### src/rtl/ppi_pkg.sv
package ppi_pkg;
  localparam int DW  = 8;
  localparam int NW  = 4;
  localparam int BIW = $clog2(DW);
  localparam int NIW = $clog2(NW);

  typedef enum logic [1:0] {
    SEL_A   = 2'd0,
    SEL_B   = 2'd1,
    SEL_C   = 2'd2,
    SEL_CTL = 2'd3
  } sel_e;

  localparam logic [DW-1:0] CTRL_RST = 8'h9B;

  localparam int CB_CMD   = 7;
  localparam int CB_A_IN  = 4;
  localparam int CB_CH_IN = 3;
  localparam int CB_B_MD  = 2;
  localparam int CB_B_IN  = 1;
  localparam int CB_CL_IN = 0;

  typedef struct packed {
    logic a_in;
    logic b_in;
    logic cl_in;
    logic ch_in;
    logic a_basic;
    logic b_basic;
  } cfg_t;

  function automatic cfg_t decode_cfg(logic [DW-1:0] c);
    cfg_t r;
    r.a_in    = c[CB_A_IN];
    r.b_in    = c[CB_B_IN];
    r.cl_in   = c[CB_CL_IN];
    r.ch_in   = c[CB_CH_IN];
    r.a_basic = (c[6:5] == 2'b00);
    r.b_basic = ~c[CB_B_MD];
    return r;
  endfunction
endpackage

### src/rtl/ppi_ctrl_reg.sv
module ppi_ctrl_reg
  import ppi_pkg::*;
(
  input  logic              clk_i,
  input  logic              rst_ni,
  input  logic              wr_i,
  input  logic [DW-1:0]     wdata_i,
  output logic [DW-1:0]     ctrl_o,
  output cfg_t              cfg_o,
  output logic              bsr_o,
  output logic [BIW-1:0]    bsr_idx_o,
  output logic              bsr_val_o
);
  logic [DW-1:0] ctrl_q;
  logic          mode_wr;

  assign mode_wr = wr_i & wdata_i[CB_CMD];

  always_ff @(posedge clk_i or negedge rst_ni) begin
    if (!rst_ni)      ctrl_q <= CTRL_RST;
    else if (mode_wr) ctrl_q <= wdata_i;
  end

  // top bit clear: single-bit command on port C
  assign bsr_o     = wr_i & ~wdata_i[CB_CMD];
  assign bsr_idx_o = wdata_i[BIW:1];
  assign bsr_val_o = wdata_i[0];
  assign ctrl_o    = ctrl_q;
  assign cfg_o     = decode_cfg(ctrl_q);
endmodule

### src/rtl/ppi_port_latch.sv
module ppi_port_latch #(
  parameter int W = 8,
  localparam int IW = (W > 1) ? $clog2(W) : 1
) (
  input  logic          clk_i,
  input  logic          rst_ni,
  input  logic          wr_i,
  input  logic [W-1:0]  wdata_i,
  input  logic          bit_wr_i,
  input  logic [IW-1:0] bit_idx_i,
  input  logic          bit_val_i,
  output logic [W-1:0]  q_o
);
  logic [W-1:0] q;

  always_ff @(posedge clk_i or negedge rst_ni) begin
    if (!rst_ni) begin
      q <= '0;
    end else if (wr_i) begin
      q <= wdata_i;
    end else if (bit_wr_i) begin
      q[bit_idx_i] <= bit_val_i;
    end
  end

  assign q_o = q;
endmodule

### src/rtl/ppi_read_mux.sv
module ppi_read_mux
  import ppi_pkg::*;
(
  input  sel_e          sel_i,
  input  cfg_t          cfg_i,
  input  logic [DW-1:0] ctrl_i,
  input  logic [DW-1:0] a_q_i,
  input  logic [DW-1:0] b_q_i,
  input  logic [DW-1:0] c_q_i,
  input  logic [DW-1:0] pa_i,
  input  logic [DW-1:0] pb_i,
  input  logic [NW-1:0] pcl_i,
  input  logic [NW-1:0] pch_i,
  output logic [DW-1:0] rd_o
);
  logic [NW-1:0] c_lo, c_hi;

  assign c_lo = cfg_i.cl_in ? pcl_i : c_q_i[NW-1:0];
  assign c_hi = cfg_i.ch_in ? pch_i : c_q_i[DW-1:NW];

  always_comb begin
    unique case (sel_i)
      SEL_A:   rd_o = !cfg_i.a_basic ? '1 : (cfg_i.a_in ? pa_i : a_q_i);
      SEL_B:   rd_o = !cfg_i.b_basic ? '1 : (cfg_i.b_in ? pb_i : b_q_i);
      SEL_C:   rd_o = {c_hi, c_lo};
      default: rd_o = ctrl_i;
    endcase
  end
endmodule

### src/rtl/ppi_core.sv
module ppi_core
  import ppi_pkg::*;
#(
  parameter int ADDR_W = 8
) (
  input  logic              clk_i,
  input  logic              rst_ni,
  input  logic [ADDR_W-1:0] addr_i,
  input  logic [DW-1:0]     wdata_i,
  input  logic              we_i,
  input  logic              re_i,
  output logic [DW-1:0]     rdata_o,
  input  logic [DW-1:0]     pa_i,
  output logic [DW-1:0]     pa_o,
  output logic              pa_oe_o,
  input  logic [DW-1:0]     pb_i,
  output logic [DW-1:0]     pb_o,
  output logic              pb_oe_o,
  input  logic [NW-1:0]     pcl_i,
  output logic [NW-1:0]     pcl_o,
  output logic              pcl_oe_o,
  input  logic [NW-1:0]     pch_i,
  output logic [NW-1:0]     pch_o,
  output logic              pch_oe_o
);
  localparam int NNIB = DW / NW;

  sel_e           sel;
  cfg_t           cfg;
  logic [DW-1:0]  ctrl_q, a_q, b_q, c_q, rd_d, rdata_q;
  logic           bsr;
  logic [BIW-1:0] bsr_idx;
  logic           bsr_val;

  assign sel = sel_e'(addr_i[1:0]);

  generate
    if (ADDR_W > 2) begin : g_hi_addr
      logic unused_addr_hi;
      assign unused_addr_hi = ^addr_i[ADDR_W-1:2];
    end
  endgenerate

  ppi_ctrl_reg u_ctrl (
    .clk_i     (clk_i),
    .rst_ni    (rst_ni),
    .wr_i      (we_i && sel == SEL_CTL),
    .wdata_i   (wdata_i),
    .ctrl_o    (ctrl_q),
    .cfg_o     (cfg),
    .bsr_o     (bsr),
    .bsr_idx_o (bsr_idx),
    .bsr_val_o (bsr_val)
  );

  ppi_port_latch #(.W(DW)) u_lat_a (
    .clk_i     (clk_i),
    .rst_ni    (rst_ni),
    .wr_i      (we_i && sel == SEL_A),
    .wdata_i   (wdata_i),
    .bit_wr_i  (1'b0),
    .bit_idx_i ('0),
    .bit_val_i (1'b0),
    .q_o       (a_q)
  );

  ppi_port_latch #(.W(DW)) u_lat_b (
    .clk_i     (clk_i),
    .rst_ni    (rst_ni),
    .wr_i      (we_i && sel == SEL_B),
    .wdata_i   (wdata_i),
    .bit_wr_i  (1'b0),
    .bit_idx_i ('0),
    .bit_val_i (1'b0),
    .q_o       (b_q)
  );

  // port C: one latch per half, bit command routed by the index's top bit
  for (genvar n = 0; n < NNIB; n++) begin : g_cnib
    logic bit_hit;
    assign bit_hit = bsr && (bsr_idx[BIW-1:NIW] == n);
    ppi_port_latch #(.W(NW)) u_lat_c (
      .clk_i     (clk_i),
      .rst_ni    (rst_ni),
      .wr_i      (we_i && sel == SEL_C),
      .wdata_i   (wdata_i[n*NW +: NW]),
      .bit_wr_i  (bit_hit),
      .bit_idx_i (bsr_idx[NIW-1:0]),
      .bit_val_i (bsr_val),
      .q_o       (c_q[n*NW +: NW])
    );
  end

  ppi_read_mux u_rmux (
    .sel_i  (sel),
    .cfg_i  (cfg),
    .ctrl_i (ctrl_q),
    .a_q_i  (a_q),
    .b_q_i  (b_q),
    .c_q_i  (c_q),
    .pa_i   (pa_i),
    .pb_i   (pb_i),
    .pcl_i  (pcl_i),
    .pch_i  (pch_i),
    .rd_o   (rd_d)
  );

  always_ff @(posedge clk_i or negedge rst_ni) begin
    if (!rst_ni)   rdata_q <= '0;
    else if (re_i) rdata_q <= rd_d;
  end

  assign rdata_o  = rdata_q;
  assign pa_o     = a_q;
  assign pb_o     = b_q;
  assign pcl_o    = c_q[NW-1:0];
  assign pch_o    = c_q[DW-1:NW];
  assign pa_oe_o  = ~cfg.a_in;
  assign pb_oe_o  = ~cfg.b_in;
  assign pcl_oe_o = ~cfg.cl_in;
  assign pch_oe_o = ~cfg.ch_in;
endmodule

### config.mk
export PLATFORM = sky130hd
export DESIGN_NAME = ppi_core
export DESIGN_NICKNAME = d
export VERILOG_FILES = /design/src/rtl/ppi_pkg.sv /design/src/rtl/ppi_ctrl_reg.sv /design/src/rtl/ppi_port_latch.sv /design/src/rtl/ppi_read_mux.sv /design/src/rtl/ppi_core.sv
export SDC_FILE = /design/constraint.sdc
export NUM_CORES = 1
export LEC_CHECK = 0
export BUFFER_PORTS_ARGS = -buffer_cell sky130_fd_sc_hd__buf_2
export CORE_MARGIN = 5
export CORE_UTILIZATION = 45
export CTS_CLUSTER_SIZE = 14
export DETAILED_ROUTE_END_ITERATION = 10
export MAX_ROUTING_LAYER = met4
export PLACE_DENSITY = 0.74
export SYNTH_ARGS = -nofsm -noshare
export SYNTH_HDL_FRONTEND = slang
export SYNTH_SLANG_ARGS = --single-unit
### constraint.sdc
create_clock -name clk_i -period 1.9 [get_ports clk_i]
set_input_delay 0.38 -clock clk_i [delete_from_list [all_inputs] [get_ports clk_i]]
set_output_delay 0.38 -clock clk_i [all_outputs]
set_load 0.01 [all_outputs]
## Word level (Yosys, flattened, before mapping)

Cells that the tools add are included.

- Flip-flop bits (word level): 40
- Word-level logic and storage cells: 45

- Equal/unequal tests: 3
- Multiplexer cells: 15
- Reduce and logical (&&, ||, !) cells: 11
- Bitwise operators: 8
- Order comparisons: 2

Operators with widths:

| operator | count |
|---|---|
| 8-bit two-way mux | 4 |
| 4-bit two-way mux | 6 |
| 8-bit case mux with 3 select lines | 1 |
| 4-bit bitwise mux | 2 |
| 1-bit logical AND | 7 |
| 1-bit inverter | 6 |
| 2-bit equality test (second input constant) | 2 |
| 2-bit logical NOT | 2 |
| 2-bit nonzero test | 2 |
| 2-bit by 3-bit < comparator with 1-bit output (second input constant) | 1 |
| 1-bit bitwise AND | 2 |
| 1-bit demux with 2-bit select | 1 |
| 2-bit by 1-bit equality test with 1-bit output (second input constant) | 1 |
| 2-bit by 1-bit greater-or-equal comparator with 1-bit output (second input constant) | 1 |
| 1-bit two-way mux | 1 |

## Depth between registers and ports, before layout

Gate-level depths: netlist (run 1).

- Depth in word-level cells: 7
- Mapped depth: 6
- Mapped depth without buffers: 4

## Modules after synthesis

Synthesis (run 1) repeated with hierarchy kept, for this count alone.

- Cells, all modules: 220
- Area total of the unflattened synthesis: 2581.2 sq um

By module, submodules not included:

| module | cells each | area each (sq um) | sequential area each (sq um) | instances |
|---|---|---|---|---|
| ppi_port_latch at u_lat_a ... | 42 | 444.2 | 200.2 | 2 |
| ppi_read_mux | 48 | 488.0 | 0.0 | 1 |
| ppi_port_latch at g_cnib[0].u_lat_c ... | 16 | 217.7 | 100.1 | 2 |
| ppi_core | 28 | 394.1 | 200.2 | 1 |
| ppi_ctrl_reg | 28 | 375.4 | 206.4 | 1 |

## Worst setup path before layout (run 1)

No wires, ideal clock.

- Kind: input to register
- Start point: input port we_i
- End point: register g_cnib[0].u_lat_c.q[0]
- Library setup time: 125 ps
- Path buffers: 2
- Setup slack: 482 ps
- Stages: 6
- Data required time: 1775 ps
- Arrival: 1293 ps
- Cell sequence: buf_2 nand3b_1 buf_4 o21ai_2 and2_1 mux2_4

- Word-level cells in the longest chain between the ends: 4

RTL lines:

| item | line | text |
|---|---|---|
| start: declaration | ppi_core.sv:10 | `input logic we_i,` |
| 1-bit logical AND | ppi_core.sv:47 | `.wr_i (we_i && sel == SEL_CTL),` |
| 1-bit bitwise AND | ppi_ctrl_reg.sv:25 | `assign bsr_o = wr_i & ~wdata_i[CB_CMD];` |
| 1-bit logical AND | ppi_core.sv:81 | `assign bit_hit = bsr && (bsr_idx[BIW-1:NIW] == n);` |
| 2-bit nonzero test (no source line) | -- |  |
| end signal: assignment | ppi_port_latch.sv:20 | `q <= wdata_i;` |
| end signal: indexed assignment | ppi_port_latch.sv:22 | `q[bit_idx_i] <= bit_val_i;` |
| end: declaration | ppi_port_latch.sv:14 | `logic [W-1:0] q;` |

Parallel ways exist; a longest one is shown, timed or not.
A chain may end at the register's enable or synchronous reset.

## Worst setup path in the final report (run 1)

- Start point: register u_ctrl.ctrl_q[4], in the netlist u_ctrl.ctrl_o[4]
- End point: output port pa_oe_o

- Word-level cells in the longest chain between the ends: 1

RTL lines:

| item | line | text |
|---|---|---|
| start: declaration | ppi_ctrl_reg.sv:14 | `logic [DW-1:0] ctrl_q;` |
| start signal: assignment | ppi_ctrl_reg.sv:21 | `else if (mode_wr) ctrl_q <= wdata_i;` |
| 1-bit inverter | ppi_core.sv:118 | `assign pa_oe_o = ~cfg.a_in;` |
| end: declaration | ppi_core.sv:15 | `output logic pa_oe_o,` |

Every way passes these cells.

==> results by group, run 1 <==
Outcome
  • Status: finished clean

Power
  • Sequential power share: 0.461
  • VDD IR-drop max: 366.2 µV
  • Leakage: 1.281 nW
  • Clock power frac: 0.263
  • Part of the power in combinational logic: 0.276
  • Psw: 0.8607 mW
  • Int Power: 1.793 mW
  • Sw Share: 0.3243
  • Pwr Density: 985.1 mW/mm²

Clock network
  • Post_cts resized: 0
  • Hold-fix buffers, CTS: 0
  • CTS Buf Count: 5
  • CTS tree: yes
  • Root buffer cell: clkbuf_8
  • Clk_lat worst skew: 300 ps
  • Clk sinks: 40
  • Postcts setup bufs: 0
  • Clk pin slew, worst setup/hold paths: 80 ps
  • H-tree depth: 2
  • Clock Path Buffers: 2

Finish
  • Core Util, Final: 0.5741
  • Layout Nets: 313
  • Antenna cells: 0
  • Layout area overhead: 24.24%
  • Share of layout cells above drive strength 1: 0.4481

Placed design
  • Port bufs: 73
  • Detailed placement HPWL: 4490 µm
  • Routability cong.: 0.8935

Synthesis
  • Adder-cell area share of the yosys netlist: 0
  • Net count after synthesis: 239
  • Top cells by area, synth: dfrtp_1, mux2_2, mux2i_1, dfstp_2, o2111ai_1
  • Warnings from Yosys: 0
  • Largest family of logic cells by synthesized area: multiplexers
  • Mux share of post-synthesis cell area: 0.2325
  • Xor and xnor area share after synthesis: 0
  • Mapped cell area: 0.002168 mm²
  • FF+latch count, synth: 40
  • Count leader, synth: dfrtp_1
  • Post-synth ARST share: 1.000
  • Sequential area share after synthesis: 0.4645
  • Post-synth EDFFs: 0
  • Cell count after synthesis: 195
  • Top_reg_cell synth: dfrtp_1
  • Mean Syn Cell Area: 11.12 µm²
  • Synth cell count leaders: dfrtp_1, mux2_2, mux2i_1, inv_1, a21oi_1
  • Post-synth cell types: 35
  • Simple-gate portion of the synthesized area: 0.1068
  • Synth Area in Compound Gates: 0.1460
  • Top cell type's share of synthesized area: 0.4039
  • Synth area leader: dfrtp_1

STA
  • Final Cycle Share: 0.8521
  • Slew Viols, Final: 0
  • Achievable Freq: 0.6177 GHz
  • Final Critical Period: 1619 ps
  • Unrepaired setup endpoints after global routing: false
  • Final setup vio count: 0
  • Clock skew: 7.692 ps
  • Final hold violation count: 0
  • Setup TNS: 0 ps
  • Worst Tran Pin Value: 539.9 ps
  • Slew HR: 0.6397

Die
  • Core Region: 0.004692 mm²
  • Die area: 0.006307 mm²
  • I/O pin total: 80
  • Die width: 79.42 µm
  • Initial Util: 0.4621
  • DIE HEIGHT: 79.42 µm
  • Row count: 25

Global route
  • Number of antenna violations at the first check in global routing: 0
  • First-pass GRT wire length: 9867 µm
  • Overall Global Routing Usage: 0.2112
  • Global-route congestion overflow total: 0
  • Largest net degree at the start of global routing: 41
  • Vias in the first global route: 1857

Routing
  • Pre-antenna DRT Iters: 4
  • Initial DRC count: 105
  • Post-DRT Antenna Nets: 0
  • Via count: 1808
  • Post-Route WL: 5962 µm
  • Via density: 5.580
  • Routed WL per cell: 18.40 µm
  • # DRC: 0

Setup path
  • CP startpoint: u_ctrl.ctrl_o[4]
  • RR Startpoint: u_ctrl.ctrl_o[4]
  • Crit start category: flip-flop
  • Required @ worst endpoint: 1520 ps
  • CP endpoint kind: primary output
  • Setup CP Type: reg2out
  • Crit path to: pa_oe_o
  • Reg-to-Reg End: rdata_o[0]
  • Worst r2r path cells: 4
  • Reg2reg setup slack: 420 ps
  • CP arrival: 1240 ps
  • CP Max Fanout: 11

Run
  • Max cap viols: 0

Hold path
  • Min-Delay Path Class: in2async
cell usage in the layout, fill, tap and decap left out, drive strengths merged, types with 2 or more instances in the layout:
| cell type | Yosys | final |
|---|---|---|
| nor3 | 4 | 4 |
| o2111ai | 7 | 7 |
| nor3b | 2 | 2 |
| o22ai | 2 | 2 |
| mux2 | 24 | 24 |
| nand2 | 11 | 11 |
| nand3b | 2 | 2 |
| inv | 14 | 14 |
| a21oi | 12 | 12 |
| o21ai | 15 | 15 |
| dfrtp | 35 | 35 |
| mux2i | 23 | 23 |
| nand3 | 3 | 3 |
| nor2b | 2 | 2 |
| a22oi | 7 | 7 |
| buf | 6 | 78 |
| clkbuf | 5 | 5 |
| nand2b | 5 | 5 |
| a2bb2oi | 2 | 2 |
| dfstp | 5 | 5 |
logic make-up (layout without fill, tap and decap cells):
logic type,count (synthesis),count (layout)
simple gates,34,34
compound gates,49,49
buf+inv,25,100
flops,40,40
mux,47,47
routing by layer:
metal  GRT usage  vias to the layer above  part of all wire
met2      0.3249                       63              0.47
met3     0.04402                        9             0.055
met4     0.06529                        0             0.018
met1      0.2820                      871              0.46
met5           -                        -                 0
li1            -                      865                 -
power groups by stage:
stage | logic, mW | clock network [mW] | registers [mW]
after floorplan | 0.427 | 0 | 1.21
after global placement | 0.725 | 0 | 1.23
after detailed placement | 0.739 | 0 | 1.24
after CTS | 0.743 | 0.706 | 1.22
after global routing | 0.805 | 0.753 | 1.25
final | 0.732 | 0.697 | 1.22
through the flow:
stage          std cells  cell area (µm²)  hold WS, ps  total power [mW]  setup WS [ps]
5_1_grt              324             2694        176.2             2.810          215.8
3_3_place_gp         316             2582        468.4             1.952          289.5
3_5_place_dp         316             2582        470.3             1.978          258.6
4_1_cts              324             2694        154.1             2.671          281.5
6_report             324             2694        136.7             2.654          281.0
2_1_floorplan        195             2168        84.41             1.638          481.5
worst min path at each step:
stage / to / start / slack [ps] / cells after the start
floorplan: g_cnib[0].u_lat_c.q_o[0] / rst_ni / 80 / 0
global placement: u_lat_b.q_o[1] / rst_ni / 470 / 2
detailed placement: u_lat_b.q_o[1] / rst_ni / 470 / 2
CTS: u_lat_b.q_o[1] / rst_ni / 150 / 2
global route: g_cnib[1].u_lat_c.q_o[1] / rst_ni / 180 / 2
finish: g_cnib[1].u_lat_c.q_o[1] / rst_ni / 140 / 2
flip-flops by register name, indices dropped and copies added, names as in the netlist:
| name | flops |
|---|---|
| u_ctrl.ctrl_o | 8 |
| g_cnib.u_lat_c.q_o | 8 |
| u_lat_a.q_o | 8 |
| u_lat_b.q_o | 8 |
| rdata_o | 8 |
critical path, cell delays in order (launching register included):
cell	delay, ps
dfstp_2	740
inv_1	60
buf_2	140
cell type report:
type / instances / area [µm²]
Fill cell: 422 / 1998
Multi-Input combinational cell: 130 / 1052
Sequential cell: 40 / 1007
Clock buffer: 5 / 68.82
Inverter: 14 / 52.55
Timing Repair Buffer: 78 / 402.9
Tap cell: 54 / 67.56
Clock inverter: 3 / 42.54
Note: power is estimated with default switching activity, not from simulation.
==> run 2, diff against run 1 <==
--- a/config.mk
+++ b/config.mk
@@ -12,6 +12,7 @@
 export DETAILED_ROUTE_END_ITERATION = 10
 export MAX_ROUTING_LAYER = met4
 export PLACE_DENSITY = 0.74
+export SETUP_SLACK_MARGIN = 0.3
 export SYNTH_ARGS = -nofsm -noshare
 export SYNTH_HDL_FRONTEND = slang
 export SYNTH_SLANG_ARGS = --single-unit
==> results by group, run 2 (same netlist as run 1, synthesis figures left out) <==
Outcome
  • Status: finished clean

Finish
  • Layout Nets: 318
  • Most common cell after layout, fill and taps aside: buf_2
  • Final Instance Area: 0.002751 mm²
  • Share of layout cells above drive strength 1: 0.4582
  • Core Util, Final: 0.5864
  • Antenna cells: 0
  • Multi-input gate area: 0.001052 mm²
  • Final Non-Filler Cells: 329
  • Register Area: 0.001015 mm²
  • Layout area overhead: 26.89%
  • Most frequent cells in the layout: buf_2, dfrtp_1, mux2i_1, mux2_2, inv_1
  • Fill cell count: 415

Die
  • Die width: 79.42 µm
  • Row count: 25
  • I/O pin total: 80
  • DIE HEIGHT: 79.42 µm
  • Initial Util: 0.4621
  • Die area: 0.006307 mm²
  • Core Region: 0.004692 mm²

Power
  • Final Power: 2.708 mW
  • Pwr Density: 984.2 mW/mm²
  • Int Power: 1.838 mW
  • Clock power frac: 0.257
  • VDD IR-drop max: 367.7 µV
  • Leakage: 1.311 nW
  • Part of the power in combinational logic: 0.295
  • Sequential power share: 0.448
  • Sw Share: 0.3211
  • Psw: 0.8696 mW

Clock network
  • Clk pin slew, worst setup/hold paths: 80 ps
  • Root buffer cell: clkbuf_8
  • CTS tree: yes
  • H-tree depth: 2
  • Clock Path Buffers: 2
  • Clk_lat worst skew: 300 ps
  • CTS Buf Count: 5
  • Clk sinks: 40

STA
  • Worst Tran Pin Value: 519.8 ps
  • Final WS setup: 351.9 ps
  • Setup TNS: 0 ps
  • Slew Viols, Final: 0
  • Unrepaired setup endpoints after global routing: false
  • Final setup vio count: 0
  • Final Critical Period: 1548 ps
  • Final Cycle Share: 0.8148
  • Clock skew: 7.807 ps
  • Final hold violation count: 0
  • Final hold slack: 137.8 ps
  • Slew HR: 0.6531
  • Achievable Freq: 0.6460 GHz

Routing
  • Post-Route WL: 6046 µm
  • Pre-antenna DRT Iters: 4
  • # DRC: 0
  • Uppermost layer routed: met4
  • Met3 wire length: 325 µm
  • Via density: 5.620
  • Via count: 1849
  • DR WL met2: 2880 µm
  • WL met1: 2727 µm
  • Post-DRT Antenna Nets: 0
  • Routed WL per cell: 18.38 µm
  • Initial DRC count: 142

Setup path
  • Required @ worst endpoint: 1520 ps
  • CP endpoint kind: primary output
  • Worst r2r path cells: 5
  • CP arrival: 1170 ps
  • Crit start category: flip-flop
  • Setup CP Type: reg2out
  • CP Max Fanout: 9

Placed design
  • Port bufs: 73
  • Pre-CTS setup slack: 258.6 ps
  • Routability cong.: 0.8935
  • Placed Cells incl. Taps: 316
  • Placed instance area: 0.002582 mm²
  • Detailed placement HPWL: 4490 µm

Global route
  • Overall Global Routing Usage: 0.2112
  • First-pass GRT wire length: 9867 µm
  • Vias in the first global route: 1857
  • Global-route congestion overflow total: 0
  • Number of antenna violations at the first check in global routing: 0
  • Largest net degree at the start of global routing: 41

Hold path
  • Min-Delay Path Class: in2async

Run
  • Max cap viols: 0
run 2: cell types whose count changed in the layout (fill, tap and decap cells not counted):
cell     before  now
dfstp_2       5    3
buf_12        0    1
buf_4         5    9
dfstp_4       0    2
run 2: cell type report:
cell class                      count  area share
Inverter                           14     0.01910
Sequential cell                    40      0.3688
Clock inverter                      3     0.01546
Multi-Input combinational cell    130      0.3824
Clock buffer                        5     0.02501
Timing Repair Buffer               83      0.1646
Tap cell                           54     0.02456
run 2: worst paths after layout:
check,start,endpoint,slack [ps]
min,rst_ni,u_lat_b.q_o[1],140
max reg2reg,u_ctrl.ctrl_o[1],rdata_o[7],390
min reg2reg,u_ctrl.ctrl_o[7],u_ctrl.ctrl_o[7],500
max in group asynchronous,rst_ni,u_ctrl.ctrl_o[7],1400
min in group clk_i,wdata_i[4],u_lat_b.q_o[4],370
max,u_ctrl.ctrl_o[1],pb_oe_o,350
run 2: what timing repair did:
action                                  CTS  global route
resized for setup                         2             0
setup buffers                             0             5
hold endpoints to repair                  0             0
endpoints found under the setup margin    2             2
hold buffers                              0             0
run 2: routing by layer:
metal / global-route usage / vias up
li1: - / 879
met4: 0.06529 / 0
met2: 0.3249 / 68
met3: 0.04402 / 10
met5: - / -
met1: 0.2822 / 892
run 2: critical path, stage by stage, from the launching register on:
cell and delay, ps:
dfstp_4 700, inv_1 50, buf_2 130
run 2: power by group through the flow:
stage | registers, mW | logic [mW] | clock network, mW
finish | 1.21 | 0.800 | 0.696
global route | 1.24 | 0.873 | 0.753
CTS | 1.23 | 0.742 | 0.706
detailed placement | 1.24 | 0.739 | 0
global placement | 1.23 | 0.725 | 0
floorplan | 1.21 | 0.427 | 0
